$ cat config.mk
export PLATFORM = sky130hd
export DESIGN_NAME = late_read_responder
export DESIGN_NICKNAME = d
export VERILOG_FILES = /design/src/rtl/rdr_pkg.sv /design/src/rtl/rdr_sync.sv /design/src/rtl/rdr_sequencer.sv /design/src/rtl/rdr_reply.sv /design/src/rtl/late_read_responder.sv
export SDC_FILE = /design/constraint.sdc
export NUM_CORES = 1
export LEC_CHECK = 0
export ABC_AREA = 1
export CAP_MARGIN = 30
export CORE_MARGIN = 10
export CORE_UTILIZATION = 50
export DETAILED_ROUTE_END_ITERATION = 7
export PLACE_DENSITY = 0.89
export SLEW_MARGIN = 10
export SYNTH_ARGS = -nofsm -noshare
export SYNTH_HDL_FRONTEND = slang
export SYNTH_SLANG_ARGS = --single-unit
$ cat constraint.sdc
create_clock -name clk -period 3.7 [get_ports clk]
set_input_delay 0.925 -clock clk [delete_from_list [all_inputs] [get_ports clk]]
set_output_delay 0.925 -clock clk [all_outputs]
set_load 0.02 [all_outputs]
$ cat src/rtl/rdr_pkg.sv
`timescale 1ns/1ps
package rdr_pkg;

  typedef enum logic [1:0] {
    ST_IDLE  = 2'd0,
    ST_ARMED = 2'd1,
    ST_DRIVE = 2'd2,
    ST_HOLD  = 2'd3
  } rdr_state_e;

  localparam logic [1:0] XCVR_TO_BUS = 2'b01;
  localparam logic [1:0] XCVR_OFF    = 2'b10;

  // Cycles between the trigger time and an event time, both in ns.
  function automatic int cycles_after(input int event_ns, input int trig_ns, input int clk_ns);
    if (event_ns <= trig_ns) return 0;
    return (event_ns - trig_ns) / clk_ns;
  endfunction

  // Counted hold cycles once the synchronizer latency is taken out; at least one.
  function automatic int hold_cycles(input int hold_ns, input int clk_ns, input int sync_stages);
    int total;
    total = hold_ns / clk_ns;
    if (total > sync_stages) return total - sync_stages;
    return 1;
  endfunction

  // Counter width able to hold values up to and including lim.
  function automatic int count_width(input int lim);
    int w;
    w = 1;
    while ((1 << w) <= lim) w++;
    return w;
  endfunction

endpackage

$ cat src/rtl/rdr_sync.sv
`timescale 1ns/1ps
module rdr_sync #(
  parameter int STAGES = 2
) (
  input  logic clk,
  input  logic rst_n,
  input  logic d,
  output logic q
);
  logic [STAGES-1:0] chain;

  generate
    if (STAGES == 1) begin : g_single
      always_ff @(posedge clk or negedge rst_n) begin
        if (!rst_n) chain <= '0;
        else        chain <= d;
      end
    end else begin : g_multi
      always_ff @(posedge clk or negedge rst_n) begin
        if (!rst_n) chain <= '0;
        else        chain <= {chain[STAGES-2:0], d};
      end
    end
  endgenerate

  assign q = chain[STAGES-1];
endmodule

$ cat src/rtl/rdr_sequencer.sv
`timescale 1ns/1ps
module rdr_sequencer
  import rdr_pkg::*;
#(
  parameter int XCVR_CYC = 8,
  parameter int OE_CYC   = 72,
  parameter int POP_CYC  = 73,
  parameter int HOLD_CYC = 1
) (
  input  logic clk,
  input  logic rst_n,
  input  logic rd_trig,
  input  logic sel_n,
  input  logic phase_s,
  output logic busy,
  output logic xcvr_on,
  output logic pins_out,
  output logic drive_on,
  output logic ev_accept,
  output logic ev_pop_slot,
  output logic ev_fall,
  output logic ev_release
);
  localparam int DRIVE_CYC = POP_CYC + 1;
  localparam int CNT_W     = count_width(DRIVE_CYC + HOLD_CYC);
  localparam logic [CNT_W-1:0] XCVR_MARK = CNT_W'(XCVR_CYC);
  localparam logic [CNT_W-1:0] OE_MARK   = CNT_W'(OE_CYC);
  localparam logic [CNT_W-1:0] POP_MARK  = CNT_W'(POP_CYC);
  localparam logic [CNT_W-1:0] DRV_MARK  = CNT_W'(DRIVE_CYC);
  localparam logic [CNT_W-1:0] HOLD_LAST = CNT_W'(HOLD_CYC - 1);

  rdr_state_e       state_q, state_d;
  logic [CNT_W-1:0] cnt_q, cnt_d;
  logic             armed, driving, holding, armed_done;

  assign armed   = (state_q == ST_ARMED);
  assign driving = (state_q == ST_DRIVE);
  assign holding = (state_q == ST_HOLD);

  assign ev_accept   = (state_q == ST_IDLE) && rd_trig && !sel_n;
  assign ev_pop_slot = armed && (cnt_q == POP_MARK);
  assign armed_done  = armed && (cnt_q == DRV_MARK);
  assign ev_fall     = driving && !phase_s;
  assign ev_release  = holding && (cnt_q == HOLD_LAST);

  always_comb begin
    state_d = state_q;
    cnt_d   = cnt_q;
    unique case (state_q)
      ST_IDLE: begin
        if (ev_accept) begin
          state_d = ST_ARMED;
          cnt_d   = '0;
        end
      end
      ST_ARMED: begin
        if (armed_done) state_d = ST_DRIVE;
        else            cnt_d   = cnt_q + 1'b1;
      end
      ST_DRIVE: begin
        if (ev_fall) begin
          state_d = ST_HOLD;
          cnt_d   = '0;
        end
      end
      ST_HOLD: begin
        if (ev_release) state_d = ST_IDLE;
        else            cnt_d   = cnt_q + 1'b1;
      end
      default: state_d = ST_IDLE;
    endcase
  end

  always_ff @(posedge clk or negedge rst_n) begin
    if (!rst_n) begin
      state_q <= ST_IDLE;
      cnt_q   <= '0;
    end else begin
      state_q <= state_d;
      cnt_q   <= cnt_d;
    end
  end

  assign busy     = (state_q != ST_IDLE);
  assign xcvr_on  = (armed && (cnt_q >= XCVR_MARK)) || driving || holding;
  assign pins_out = (armed && (cnt_q >= OE_MARK))   || driving || holding;
  assign drive_on = (armed && (cnt_q >= DRV_MARK))  || driving || holding;
endmodule

$ cat src/rtl/rdr_reply.sv
`timescale 1ns/1ps
module rdr_reply #(
  parameter int DATA_W = 8
) (
  input  logic              clk,
  input  logic              rst_n,
  input  logic              pop_slot,
  input  logic              drive_on,
  input  logic              fifo_empty,
  input  logic [DATA_W-1:0] fifo_data,
  output logic              fifo_pop,
  output logic [DATA_W-1:0] reply_q,
  output logic [DATA_W-1:0] data_out,
  output logic              underrun,
  output logic              ev_underrun
);
  assign fifo_pop    = pop_slot && !fifo_empty;
  assign ev_underrun = pop_slot && fifo_empty;

  always_ff @(posedge clk or negedge rst_n) begin
    if (!rst_n) begin
      reply_q  <= '0;
      underrun <= 1'b0;
    end else begin
      if (fifo_pop)    reply_q  <= fifo_data;
      if (ev_underrun) underrun <= 1'b1;
    end
  end

  assign data_out = drive_on ? reply_q : '0;
endmodule

$ cat src/rtl/late_read_responder.sv
`timescale 1ns/1ps
module late_read_responder
  import rdr_pkg::*;
#(
  parameter int DATA_W      = 8,
  parameter int CLK_NS      = 4,
  parameter int SYNC_STAGES = 2,
  parameter int TRIG_NS     = 130,
  parameter int XCVR_NS     = 162,
  parameter int OE_NS       = 418,
  parameter int POP_NS      = 422,
  parameter int HOLD_NS     = 12
) (
  input  logic              clk,
  input  logic              rst_n,
  input  logic              rd_trig,
  input  logic              sel_n,
  input  logic              phase,
  input  logic              fifo_empty,
  input  logic [DATA_W-1:0] fifo_data,
  output logic              fifo_pop,
  output logic [1:0]        xcvr_ctl,
  output logic [DATA_W-1:0] data_oe,
  output logic [DATA_W-1:0] data_out,
  output logic              busy,
  output logic              underrun
);
  localparam int XCVR_CYC = cycles_after(XCVR_NS, TRIG_NS, CLK_NS);
  localparam int OE_CYC   = cycles_after(OE_NS, TRIG_NS, CLK_NS);
  localparam int POP_CYC  = cycles_after(POP_NS, TRIG_NS, CLK_NS);
  localparam int HOLD_CYC = hold_cycles(HOLD_NS, CLK_NS, SYNC_STAGES);

  logic              phase_s;
  logic              xcvr_on, pins_out, drive_on;
  logic              ev_accept, ev_pop_slot, ev_fall, ev_release, ev_underrun;
  logic [DATA_W-1:0] reply_q;

  rdr_sync #(.STAGES(SYNC_STAGES)) u_phase_sync (
    .clk   (clk),
    .rst_n (rst_n),
    .d     (phase),
    .q     (phase_s)
  );

  rdr_sequencer #(
    .XCVR_CYC (XCVR_CYC),
    .OE_CYC   (OE_CYC),
    .POP_CYC  (POP_CYC),
    .HOLD_CYC (HOLD_CYC)
  ) u_seq (
    .clk         (clk),
    .rst_n       (rst_n),
    .rd_trig     (rd_trig),
    .sel_n       (sel_n),
    .phase_s     (phase_s),
    .busy        (busy),
    .xcvr_on     (xcvr_on),
    .pins_out    (pins_out),
    .drive_on    (drive_on),
    .ev_accept   (ev_accept),
    .ev_pop_slot (ev_pop_slot),
    .ev_fall     (ev_fall),
    .ev_release  (ev_release)
  );

  rdr_reply #(.DATA_W(DATA_W)) u_reply (
    .clk         (clk),
    .rst_n       (rst_n),
    .pop_slot    (ev_pop_slot),
    .drive_on    (drive_on),
    .fifo_empty  (fifo_empty),
    .fifo_data   (fifo_data),
    .fifo_pop    (fifo_pop),
    .reply_q     (reply_q),
    .data_out    (data_out),
    .underrun    (underrun),
    .ev_underrun (ev_underrun)
  );

  assign xcvr_ctl = xcvr_on ? XCVR_TO_BUS : XCVR_OFF;
  assign data_oe  = {DATA_W{pins_out}};
endmodule

-- Word level (Yosys, flattened, before mapping)
Cells that the tools add are included.
W data, S select, Z words.
- word-level logic and storage cells: 57
- input port bits: 14
- output and inout port bits: 21
- flip-flop bits (word level): 20
- muxes and demuxes: 12
- reductions and logical operators: 25
- equality and inequality tests: 11
- add/subtract/negate cells: 1
- $lt $le $gt $ge: 3
- operator list (kind ; number):
    $mux W7 ; 4
    $pmux W7 S4 ; 1
    $eq A7 B7 Y1 const B ; 2
    $ge A7 B7 Y1 const B ; 2
    $ne A2 B2 Y1 const B ; 6
    $logic_and A1 B1 Y1 ; 11
    $mux W2 ; 5
    $mux W8 ; 1
    $pmux W2 S4 ; 1
    $reduce_and A4 Y1 ; 2
    $add A7 B1 Y7 const B ; 1
    $ge A7 B4 Y1 const B ; 1
    $logic_not A7 Y1 ; 1
    $logic_or A1 B1 Y1 ; 6
    $eq A2 B2 Y1 const B ; 2
    $logic_not A1 Y1 ; 3
    $eq A2 B1 Y1 const B ; 1
    $logic_not A2 Y1 ; 1
    $reduce_bool A2 Y1 ; 1

-- Depth between registers and ports, before layout
Gate-level depths: netlist of the first run.
- depth in word-level cells: 5
- mapped depth: 10
- depth with buffers taken out: 9

-- Modules after synthesis
A second synthesis of the first run with hierarchy kept.
- cells, all modules: 180
- area total of the unflattened synthesis: 1381.3 µm²
- by module, submodules not included (module ; times used ; area an instance (µm²) ; cells each):
    rdr_sequencer ; 1 ; 813.3 ; 110
    rdr_reply ; 1 ; 446.7 ; 58
    late_read_responder ; 1 ; 71.3 ; 10
    rdr_sync ; 1 ; 50.0 ; 2

-- Worst setup path after synthesis of the first run
Ideal clock, no wire load.
- path type: reg-to-output
- from: register u_seq.state_q[1]
- to: output port data_out[0]
- data required time: 2775 ps
- cell stages (with the launch flop): 7
- data arrival time: 1816 ps
- slack: 959 ps
- cells stage by stage: dfrtp_1 > inv_1 > ha_1 > nand2_1 > o21ai_2 > nand2_1 > a21boi_0
- word-level cells in the longest chain between the ends: 5
- elaborated cells on any way between the ends: 7
- those cells by class: eq/ne: 3; mux: 1; reduce/logical: 3
- RTL lines (item ; line ; source):
    from (decl) ; rdr_sequencer.sv:32 ; rdr_state_e state_q, state_d;
    from (signal assigned) ; rdr_sequencer.sv:79 ; state_q <= state_d;
    $eq A2 B1 Y1 ; rdr_sequencer.sv:36 ; assign armed = (state_q == ST_ARMED);
    $logic_and A1 B1 Y1 ; rdr_sequencer.sv:87 ; assign drive_on = (armed && (cnt_q >= DRV_MARK)) || driving || holding;
    $logic_or A1 B1 Y1 ; rdr_sequencer.sv:87 ;
    $logic_or A1 B1 Y1 (*) ; rdr_sequencer.sv:87 ;
    $mux W8 (*) ; rdr_reply.sv:30 ; assign data_out = drive_on ? reply_q : '0;
    to (decl) ; late_read_responder.sv:24 ; output logic [DATA_W-1:0] data_out,
Mark *: on every way between the ends. The rest lies on a longest branch, timed or not.

-- Final worst setup path of the first run
- from: register u_seq.state_q[1]
- to: output port data_out[6]
The elaborated chain is that of the path after synthesis.

==> metrics.txt, run 1 <==
# TYPE chip_impl_metric gauge
chip_impl_info{name="result_of_the_run",value="finished, final reports clean"} 1
chip_impl_metric{name="critical_path_arrival",unit="ps"} 2510
chip_impl_metric{name="drt_pass1_iterations",unit=""} 4
chip_impl_metric{name="cp.required",unit="ps"} 2770
chip_impl_metric{name="drv_slew",unit=""} 0
chip_impl_metric{name="util_after_layout",unit="%"} 68.09
chip_impl_metric{name="irDropWorstVdd",unit="V"} 0.0005902
chip_impl_info{name="cp_top_family",value="buffers and inverters"} 1
chip_impl_metric{name="synth-seq-cells",unit=""} 20
chip_impl_metric{name="power.net_switching",unit="mW"} 0.5044
chip_impl_metric{name="drc",unit=""} 0
chip_impl_metric{name="grt_pass1_vias",unit=""} 1216
chip_impl_metric{name="first_iter_violations",unit=""} 48
chip_impl_metric{name="synth_sequential_area_ratio",unit="%"} 36.73
chip_impl_metric{name="pwr-share-comb",unit="%"} 59.3
chip_impl_metric{name="avgViaCountPerCell",unit=""} 5.008
chip_impl_info{name="type_of_element_capturing_the_critical_path",value="output port"} 1
chip_impl_metric{name="worstPathMaxFanout",unit=""} 9
chip_impl_metric{name="clock_tree.htree_level_count",unit=""} 1
chip_impl_metric{name="pwr_density_cell",unit="nW/um2"} 654.9
chip_impl_metric{name="synthesis.instances",unit=""} 179
chip_impl_metric{name="pwr-share-seq",unit="%"} 24.3
chip_impl_metric{name="cts.clk_slew.worst_paths",unit="ps"} 120
chip_impl_metric{name="largest_net_degree_at_the_start_of_global_routing",unit=""} 21
chip_impl_metric{name="postSynthAreaPerCell",unit="um2"} 7.612
chip_impl_metric{name="routed_wl",unit="um"} 3222
chip_impl_metric{name="area_growth",unit="%"} 27.18
chip_impl_info{name="mostFrequentLayoutCells",value="59 x sky130_fd_sc_hd__nand2_1, 33 x sky130_fd_sc_hd__clkdlybuf4s50_1, 20 x sky130_fd_sc_hd__dfrtp_1"} 1
chip_impl_metric{name="power.switching_fraction",unit="%"} 44.44
chip_impl_metric{name="synth.yosys.warnings",unit=""} 0
chip_impl_metric{name="max_clock_freq",unit="MHz"} 290.8
chip_impl_metric{name="design.die.area",unit="um2"} 5213
chip_impl_metric{name="num-nets-final",unit=""} 231
chip_impl_metric{name="cts_buffer_depth",unit=""} 2
chip_impl_info{name="grt_setup_unrepaired",value="false"} 1
chip_impl_metric{name="chipHeight",unit="um"} 72.20
chip_impl_metric{name="clockPowerShare",unit="%"} 16.4
chip_impl_metric{name="setup-violations-final",unit=""} 0
chip_impl_metric{name="period_share",unit="%"} 92.95
chip_impl_metric{name="maxCapViolCount",unit=""} 0
chip_impl_metric{name="chipWidth",unit="um"} 72.20
chip_impl_metric{name="yosysUniqueCellTypes",unit=""} 24
chip_impl_metric{name="cp_num_buf_inv",unit=""} 2
chip_impl_metric{name="antenna_violations_before_repair",unit=""} 0
chip_impl_metric{name="leakage",unit="nW"} 0.8165
chip_impl_info{name="cp-start-kind",value="flip-flop"} 1
chip_impl_metric{name="register_to_register_setup_slack",unit="ps"} 1860
chip_impl_info{name="worst-setup-path-type",value="reg -> out"} 1
chip_impl_metric{name="tns",unit="ps"} 0
chip_impl_metric{name="number_of_hold_violations_in_the_final_report",unit=""} 0
chip_impl_metric{name="clock_buffers_created_by_tritoncts",unit=""} 3
chip_impl_metric{name="period_needed",unit="ps"} 3439
chip_impl_metric{name="stdcell_count",unit=""} 237
chip_impl_metric{name="routed-via-count",unit=""} 1187
chip_impl_metric{name="placed_cells",unit=""} 232
chip_impl_metric{name="finalInstanceArea",unit="um2"} 1733
chip_impl_metric{name="clock_sink_count",unit=""} 20
chip_impl_metric{name="ctsHoldBuffers",unit=""} 0
chip_impl_metric{name="grt_pass1_wl",unit="um"} 5485
chip_impl_metric{name="clock_insertion_delay_worst_skew",unit="ps"} 310
chip_impl_info{name="hold_path_class",value="reg -> reg"} 1
chip_impl_info{name="cts-root-buf",value="sky130_fd_sc_hd__clkbuf_4"} 1
chip_impl_metric{name="max_stage_delay",unit="ps"} 650
chip_impl_metric{name="synthesis.area",unit="um2"} 1363
chip_impl_metric{name="place.port_buffers",unit=""} 34
chip_impl_metric{name="syn-num-nets",unit=""} 202
chip_impl_metric{name="intPower",unit="mW"} 0.6305
chip_impl_metric{name="grt.overflow.total",unit=""} 0
chip_impl_metric{name="placedInstanceArea",unit="um2"} 1654
chip_impl_metric{name="grt_util_all_layers",unit="%"} 12.75
chip_impl_metric{name="post-cts-setup-buffer-count",unit=""} 0
chip_impl_metric{name="layout-drive-gt1-share",unit="%"} 14.98
chip_impl_info{name="critical_path.cell_chain",value="inv_1 > ha_2 > nand2_1 > o21ai_4 > nand2_2 > a21boi_0 > clkdlybuf4s50_1"} 1
chip_impl_metric{name="fin_worst_skew",unit="ps"} 2.416
chip_impl_metric{name="slew-limit-headroom",unit="%"} 65.88
chip_impl_metric{name="count_of_antenna_violating_nets_left_after_detailed_routing",unit=""} 0
chip_impl_metric{name="design.core.area",unit="um2"} 2545
chip_impl_metric{name="dp_hpwl",unit="um"} 2453
chip_impl_metric{name="num_antenna_cells",unit=""} 0
chip_impl_metric{name="std_cell_rows",unit=""} 18
chip_impl_metric{name="start_util",unit="%"} 53.54
chip_impl_metric{name="top_level_ports",unit=""} 35
chip_impl_metric{name="gp_routability_congestion",unit=""} 0.8920
chip_impl_info{name="critical_path.slowest_cell",value="sky130_fd_sc_hd__clkdlybuf4s50_1"} 1
chip_impl_info{name="layout_commonest_cell",value="sky130_fd_sc_hd__nand2_1"} 1
chip_impl_metric{name="post_drt_wl_per_cell",unit="um"} 13.59
chip_impl_info{name="tritoncts",value="yes"} 1
chip_impl_metric{name="worst-slew-pin-transition",unit="ps"} 509.9
==> synth_stat cells <==
cell | n | area share (%)
sky130_fd_sc_hd__xnor2_1 | 1 | 0.64
sky130_fd_sc_hd__inv_2 | 4 | 1.1
sky130_fd_sc_hd__buf_6 | 1 | 0.83
sky130_fd_sc_hd__a21boi_0 | 8 | 4.4
sky130_fd_sc_hd__a21oi_1 | 4 | 1.5
sky130_fd_sc_hd__nand2_2 | 11 | 5.1
sky130_fd_sc_hd__a31o_2 | 1 | 0.64
sky130_fd_sc_hd__a21boi_1 | 1 | 0.55
sky130_fd_sc_hd__xor2_1 | 1 | 0.64
sky130_fd_sc_hd__nor2_1 | 18 | 5.0
sky130_fd_sc_hd__nor2_4 | 1 | 0.83
sky130_fd_sc_hd__dfrtp_1 | 20 | 37
sky130_fd_sc_hd__nand2_1 | 60 | 17
sky130_fd_sc_hd__or2_2 | 2 | 0.92
sky130_fd_sc_hd__nor2_2 | 2 | 0.92
sky130_fd_sc_hd__nand3_1 | 5 | 1.8
sky130_fd_sc_hd__or2_1 | 1 | 0.46
sky130_fd_sc_hd__nand3_2 | 1 | 0.73
sky130_fd_sc_hd__clkinv_8 | 1 | 1.2
sky130_fd_sc_hd__ha_1 | 9 | 8.3
sky130_fd_sc_hd__o21ai_2 | 1 | 0.64
sky130_fd_sc_hd__buf_4 | 10 | 5.5
sky130_fd_sc_hd__inv_1 | 12 | 3.3
sky130_fd_sc_hd__nand4_1 | 4 | 1.8
==> kinds of logic after synthesis <==
family                     synth area share (%)
AOI/OAI and AO/OA                         7.714
and+or+nand+nor                           34.07
DFF                                       36.73
xor gates and xnor gates                  1.286
adders and majority gates                 8.265
buffers and inverters                     11.94
==> metal layers <==
layer | track usage [%] | up-vias | part of all wire [%]
met2 | 21.96 | 37 | 49
met5 | 0 | - | 0
met3 | 3.810 | 7 | 6.5
li1 | - | 601 | -
met1 | 13.61 | 542 | 42
met4 | 6.882 | 0 | 2.5
==> power by group through the flow <==
stage                     combinational (mW)  clock [mW]  sequential (mW)
after CTS                              0.665       0.185            0.275
after detailed placement               0.662           0            0.280
after global routing                   0.747       0.196            0.281
final                                  0.673       0.186            0.276
after global placement                 0.646           0            0.278
after floorplan                        0.476           0            0.272
==> cell type report <==
type                       instances  area (um2)
inverter                          17       76.32
multi-input combinational        131       711.9
clock buffer                       3       22.52
fill                             222       812.0
sequential                        20       500.5
tap                               30       37.54
clock inverter                     1       30.03
timing repair buffer              35       354.1
==> repair_timing <==
item | 4_1_cts | 5_1_grt
endpoints found under the setup margin | 0 | 8
endpoints found under the hold margin | 0 | 0
resized for setup | 0 | 4
==> registers in the layout, summed over array words and instances (netlist names) <==
| name | flops |
|---|---|
| u_reply.reply_q | 8 |
| u_seq.cnt_q | 7 |
| u_phase_sync.chain | 2 |
| u_seq.state_q | 2 |
| u_reply.underrun | 1 |
==> metrics by stage <==
step,hold slack [ps],total power [mW],setup slack [ps]
floorplan,331.2,0.7482,959.0
global placement,345.1,0.9232,281.3
detailed placement,350.3,0.9412,263.8
CTS,387.5,1.125,44.34
global route,392.6,1.225,56.63
finish,377.5,1.135,260.8
==> final timing paths <==
path | from | endpoint | cells after the start
setup / recovery | u_seq.state_q[1] | data_out[6] | 7
hold / removal | u_phase_sync.chain[0] | u_phase_sync.chain[1] | 0
setup reg to reg | u_seq.state_q[0] | u_seq.cnt_q[1] | 7
hold reg to reg | u_phase_sync.chain[0] | u_phase_sync.chain[1] | 0
max in group asynchronous | rst_n | u_seq.cnt_q[6] | 2
min in group asynchronous | rst_n | u_seq.cnt_q[3] | 1
Power figures use the tool's default switching activity.
==> run 2, diff against run 1 <==
--- a/config.mk
+++ b/config.mk
@@ -8,9 +8,9 @@
 export ABC_AREA = 1
 export CAP_MARGIN = 30
 export CORE_MARGIN = 10
-export CORE_UTILIZATION = 50
+export CORE_UTILIZATION = 52
 export DETAILED_ROUTE_END_ITERATION = 7
-export PLACE_DENSITY = 0.89
+export PLACE_DENSITY = 0.92
 export SLEW_MARGIN = 10
 export SYNTH_ARGS = -nofsm -noshare
 export SYNTH_HDL_FRONTEND = slang
==> metrics.txt, run 2 (same netlist as run 1, synthesis figures left out) <==
# TYPE chip_impl_metric gauge
chip_impl_metric{name="clock_tree.htree_level_count",unit=""} 1
chip_impl_metric{name="irDropWorstVdd",unit="V"} 0.0005071
chip_impl_metric{name="drt_pass1_iterations",unit=""} 4
chip_impl_metric{name="routed_wl",unit="um"} 3065
chip_impl_metric{name="cts_buffer_depth",unit=""} 2
chip_impl_metric{name="leakage",unit="nW"} 0.8471
chip_impl_info{name="critical_path.slowest_cell",value="sky130_fd_sc_hd__clkdlybuf4s50_1"} 1
chip_impl_metric{name="final.fill_count",unit=""} 193
chip_impl_metric{name="area_growth",unit="%"} 26.63
chip_impl_info{name="most_flop_heavy_register",value="u_reply.reply_q"} 1
chip_impl_metric{name="gp_routability_congestion",unit=""} 0.8716
chip_impl_metric{name="avgViaCountPerCell",unit=""} 5.148
chip_impl_metric{name="chipHeight",unit="um"} 71.19
chip_impl_info{name="mostFrequentLayoutCells",value="59 x sky130_fd_sc_hd__nand2_1, 31 x sky130_fd_sc_hd__clkdlybuf4s50_1, 20 x sky130_fd_sc_hd__dfrtp_1"} 1
chip_impl_metric{name="grt_util_all_layers",unit="%"} 12.20
chip_impl_metric{name="tns",unit="ps"} 0
chip_impl_metric{name="maxCapViolCount",unit=""} 0
chip_impl_metric{name="total_power",unit="mW"} 1.068
chip_impl_metric{name="worst_hold_slack",unit="ps"} 362.5
chip_impl_metric{name="num-nets-final",unit=""} 231
chip_impl_metric{name="drc",unit=""} 0
chip_impl_metric{name="cp.required",unit="ps"} 2770
chip_impl_metric{name="number_of_hold_violations_in_the_final_report",unit=""} 0
chip_impl_metric{name="dp_hpwl",unit="um"} 2376
chip_impl_info{name="hold_path_class",value="reg -> reg"} 1
chip_impl_info{name="worst_path_most_repeated_cell",value="sky130_fd_sc_hd__clkdlybuf4s50_1"} 1
chip_impl_metric{name="clock_sink_count",unit=""} 20
chip_impl_metric{name="cts.clk_slew.worst_paths",unit="ps"} 110
chip_impl_metric{name="placed_cells",unit=""} 232
chip_impl_metric{name="routed-via-count",unit=""} 1220
chip_impl_metric{name="period_share",unit="%"} 93.07
chip_impl_info{name="cp-start-kind",value="input pin"} 1
chip_impl_metric{name="top_level_ports",unit=""} 35
chip_impl_metric{name="worst-slew-pin-transition",unit="ps"} 519.3
chip_impl_metric{name="max_clock_freq",unit="MHz"} 290.4
chip_impl_metric{name="period_needed",unit="ps"} 3444
chip_impl_metric{name="stdcell_count",unit=""} 237
chip_impl_metric{name="post_drt_wl_per_cell",unit="um"} 12.93
chip_impl_metric{name="grt.overflow.total",unit=""} 0
chip_impl_metric{name="num_antenna_cells",unit=""} 0
chip_impl_metric{name="worstPathMaxFanout",unit=""} 9
chip_impl_metric{name="fin_worst_skew",unit="ps"} 1.339
chip_impl_info{name="type_of_element_capturing_the_critical_path",value="output port"} 1
chip_impl_info{name="layout_commonest_cell",value="sky130_fd_sc_hd__nand2_1"} 1
chip_impl_info{name="result_of_the_run",value="finished, final reports clean"} 1
chip_impl_metric{name="design.core.area",unit="um2"} 2500
chip_impl_metric{name="slew-limit-headroom",unit="%"} 65.25
chip_impl_info{name="tritoncts",value="yes"} 1
chip_impl_metric{name="largest_net_degree_at_the_start_of_global_routing",unit=""} 21
chip_impl_info{name="critical_path.cell_chain",value="clkdlybuf4s50_1 > or2_1 > clkinv_8 > clkdlybuf4s50_1"} 1
chip_impl_metric{name="first_iter_violations",unit=""} 81
chip_impl_metric{name="design.die.area",unit="um2"} 5068
chip_impl_metric{name="largest_register_ffs",unit=""} 8
chip_impl_metric{name="total_area_of_multi_input_combinational_cells",unit="um2"} 711.9
chip_impl_info{name="worst-setup-path-type",value="in -> out"} 1
chip_impl_metric{name="area.sequential",unit="um2"} 500.5
chip_impl_info{name="cts-root-buf",value="sky130_fd_sc_hd__clkbuf_4"} 1
chip_impl_metric{name="dpl_worst_slack",unit="ps"} 243.4
chip_impl_metric{name="chipWidth",unit="um"} 71.19
chip_impl_metric{name="place.port_buffers",unit=""} 34
chip_impl_metric{name="antenna_violations_before_repair",unit=""} 0
chip_impl_metric{name="setup-violations-final",unit=""} 0
chip_impl_metric{name="clock_buffers_created_by_tritoncts",unit=""} 3
chip_impl_metric{name="post-cts-setup-buffer-count",unit=""} 0
chip_impl_metric{name="setup_slack",unit="ps"} 256.5
chip_impl_metric{name="start_util",unit="%"} 54.50
chip_impl_metric{name="clock_insertion_delay_worst_skew",unit="ps"} 310
chip_impl_info{name="biggestRegsByFlops",value="u_reply.reply_q (8), u_seq.cnt_q (7)"} 1
chip_impl_info{name="grt_setup_unrepaired",value="false"} 1
chip_impl_metric{name="std_cell_rows",unit=""} 18
chip_impl_metric{name="grt_pass1_wl",unit="um"} 5209
chip_impl_metric{name="drv_slew",unit=""} 0
chip_impl_metric{name="pwr_density_cell",unit="nW/um2"} 619.0
chip_impl_metric{name="max_stage_delay",unit="ps"} 580
chip_impl_metric{name="layout-drive-gt1-share",unit="%"} 14.98
chip_impl_metric{name="count_of_antenna_violating_nets_left_after_detailed_routing",unit=""} 0
chip_impl_metric{name="critical_path_arrival",unit="ps"} 2520
chip_impl_metric{name="grt_pass1_vias",unit=""} 1157
==> run 2: cell types whose count changed in the layout (fill, tap and decap cells not counted) <==
cell	previous run	this run
sky130_fd_sc_hd__clkbuf_8	0	1
sky130_fd_sc_hd__clkdlybuf4s50_1	33	31
sky130_fd_sc_hd__buf_6	1	0
sky130_fd_sc_hd__dlymetal6s2s_1	1	3
sky130_fd_sc_hd__bufinv_16	1	0
sky130_fd_sc_hd__buf_8	0	1
==> run 2: metal layers <==
metal / GRT usage [%] / vias to the layer above / wire [um]
met2: 19.90 / 44 / 1466
li1: - / 603 / -
met5: 0 / - / 0
met3: 2.789 / 5 / 223
met4: 6.452 / 0 / 63
met1: 14.45 / 568 / 1311
==> run 2: path summary, 6_finish.rpt <==
| kind | from | to | slack, ps | depth (start not counted) |
|---|---|---|---|---|
| max in group asynchronous | rst_n | u_phase_sync.chain[0] | 2570 | 2 |
| min | u_phase_sync.chain[0] | u_phase_sync.chain[1] | 360 | 0 |
| min reg2reg | u_phase_sync.chain[0] | u_phase_sync.chain[1] | 360 | 0 |
| max reg2reg | u_seq.state_q[0] | u_seq.cnt_q[1] | 1940 | 7 |
| min in group asynchronous | rst_n | u_seq.cnt_q[3] | 780 | 1 |
| max | fifo_empty | fifo_pop | 260 | 4 |
==> run 2: area by class of cell <==
| cell class | count | area share (%) |
|---|---|---|
| clock buffer | 4 | 2.103 |
| inverter | 17 | 4.424 |
| multi-input combinational | 131 | 41.26 |
| sequential | 20 | 29.01 |
| tap | 30 | 2.175 |
| timing repair buffer | 35 | 21.03 |
==> run 2: through the flow <==
stage	instance area, um2	utilization, %
after global placement	1654	66.17
after detailed placement	1654	66.17
after CTS	1690	67.62
after floorplan	1363	-
final	1725	69.02
after global routing	1725	69.02
==> run 2: critical path: cells and delay by family <==
kind                   cells  cell delay [ps]
buffers and inverters      3             1200
AND/OR/NAND/NOR            1              390
==> run 2: power breakdown <==
part | internal, mW | leakage, nW | switching (mW)
sequential | 0.245 | 0.261 | 0.0318
combinational | 0.274 | 0.565 | 0.388
clock | 0.0601 | 0.0210 | 0.0685
==> run 2: what timing repair did <==
action / 4_1_cts / 5_1_grt
resized for setup: 0 / 6
endpoints found under the setup margin: 0 / 8
hold buffers: 0 / 0
==> run 3, diff against run 2 <==
--- a/config.mk
+++ b/config.mk
@@ -11,6 +11,7 @@
 export CORE_UTILIZATION = 52
 export DETAILED_ROUTE_END_ITERATION = 7
 export PLACE_DENSITY = 0.92
+export SKIP_CTS_REPAIR_TIMING = 1
 export SLEW_MARGIN = 10
 export SYNTH_ARGS = -nofsm -noshare
 export SYNTH_HDL_FRONTEND = slang
==> results of run 3 <==
Same layout as run 2: the final DEF is identical, and so are final timing and power.
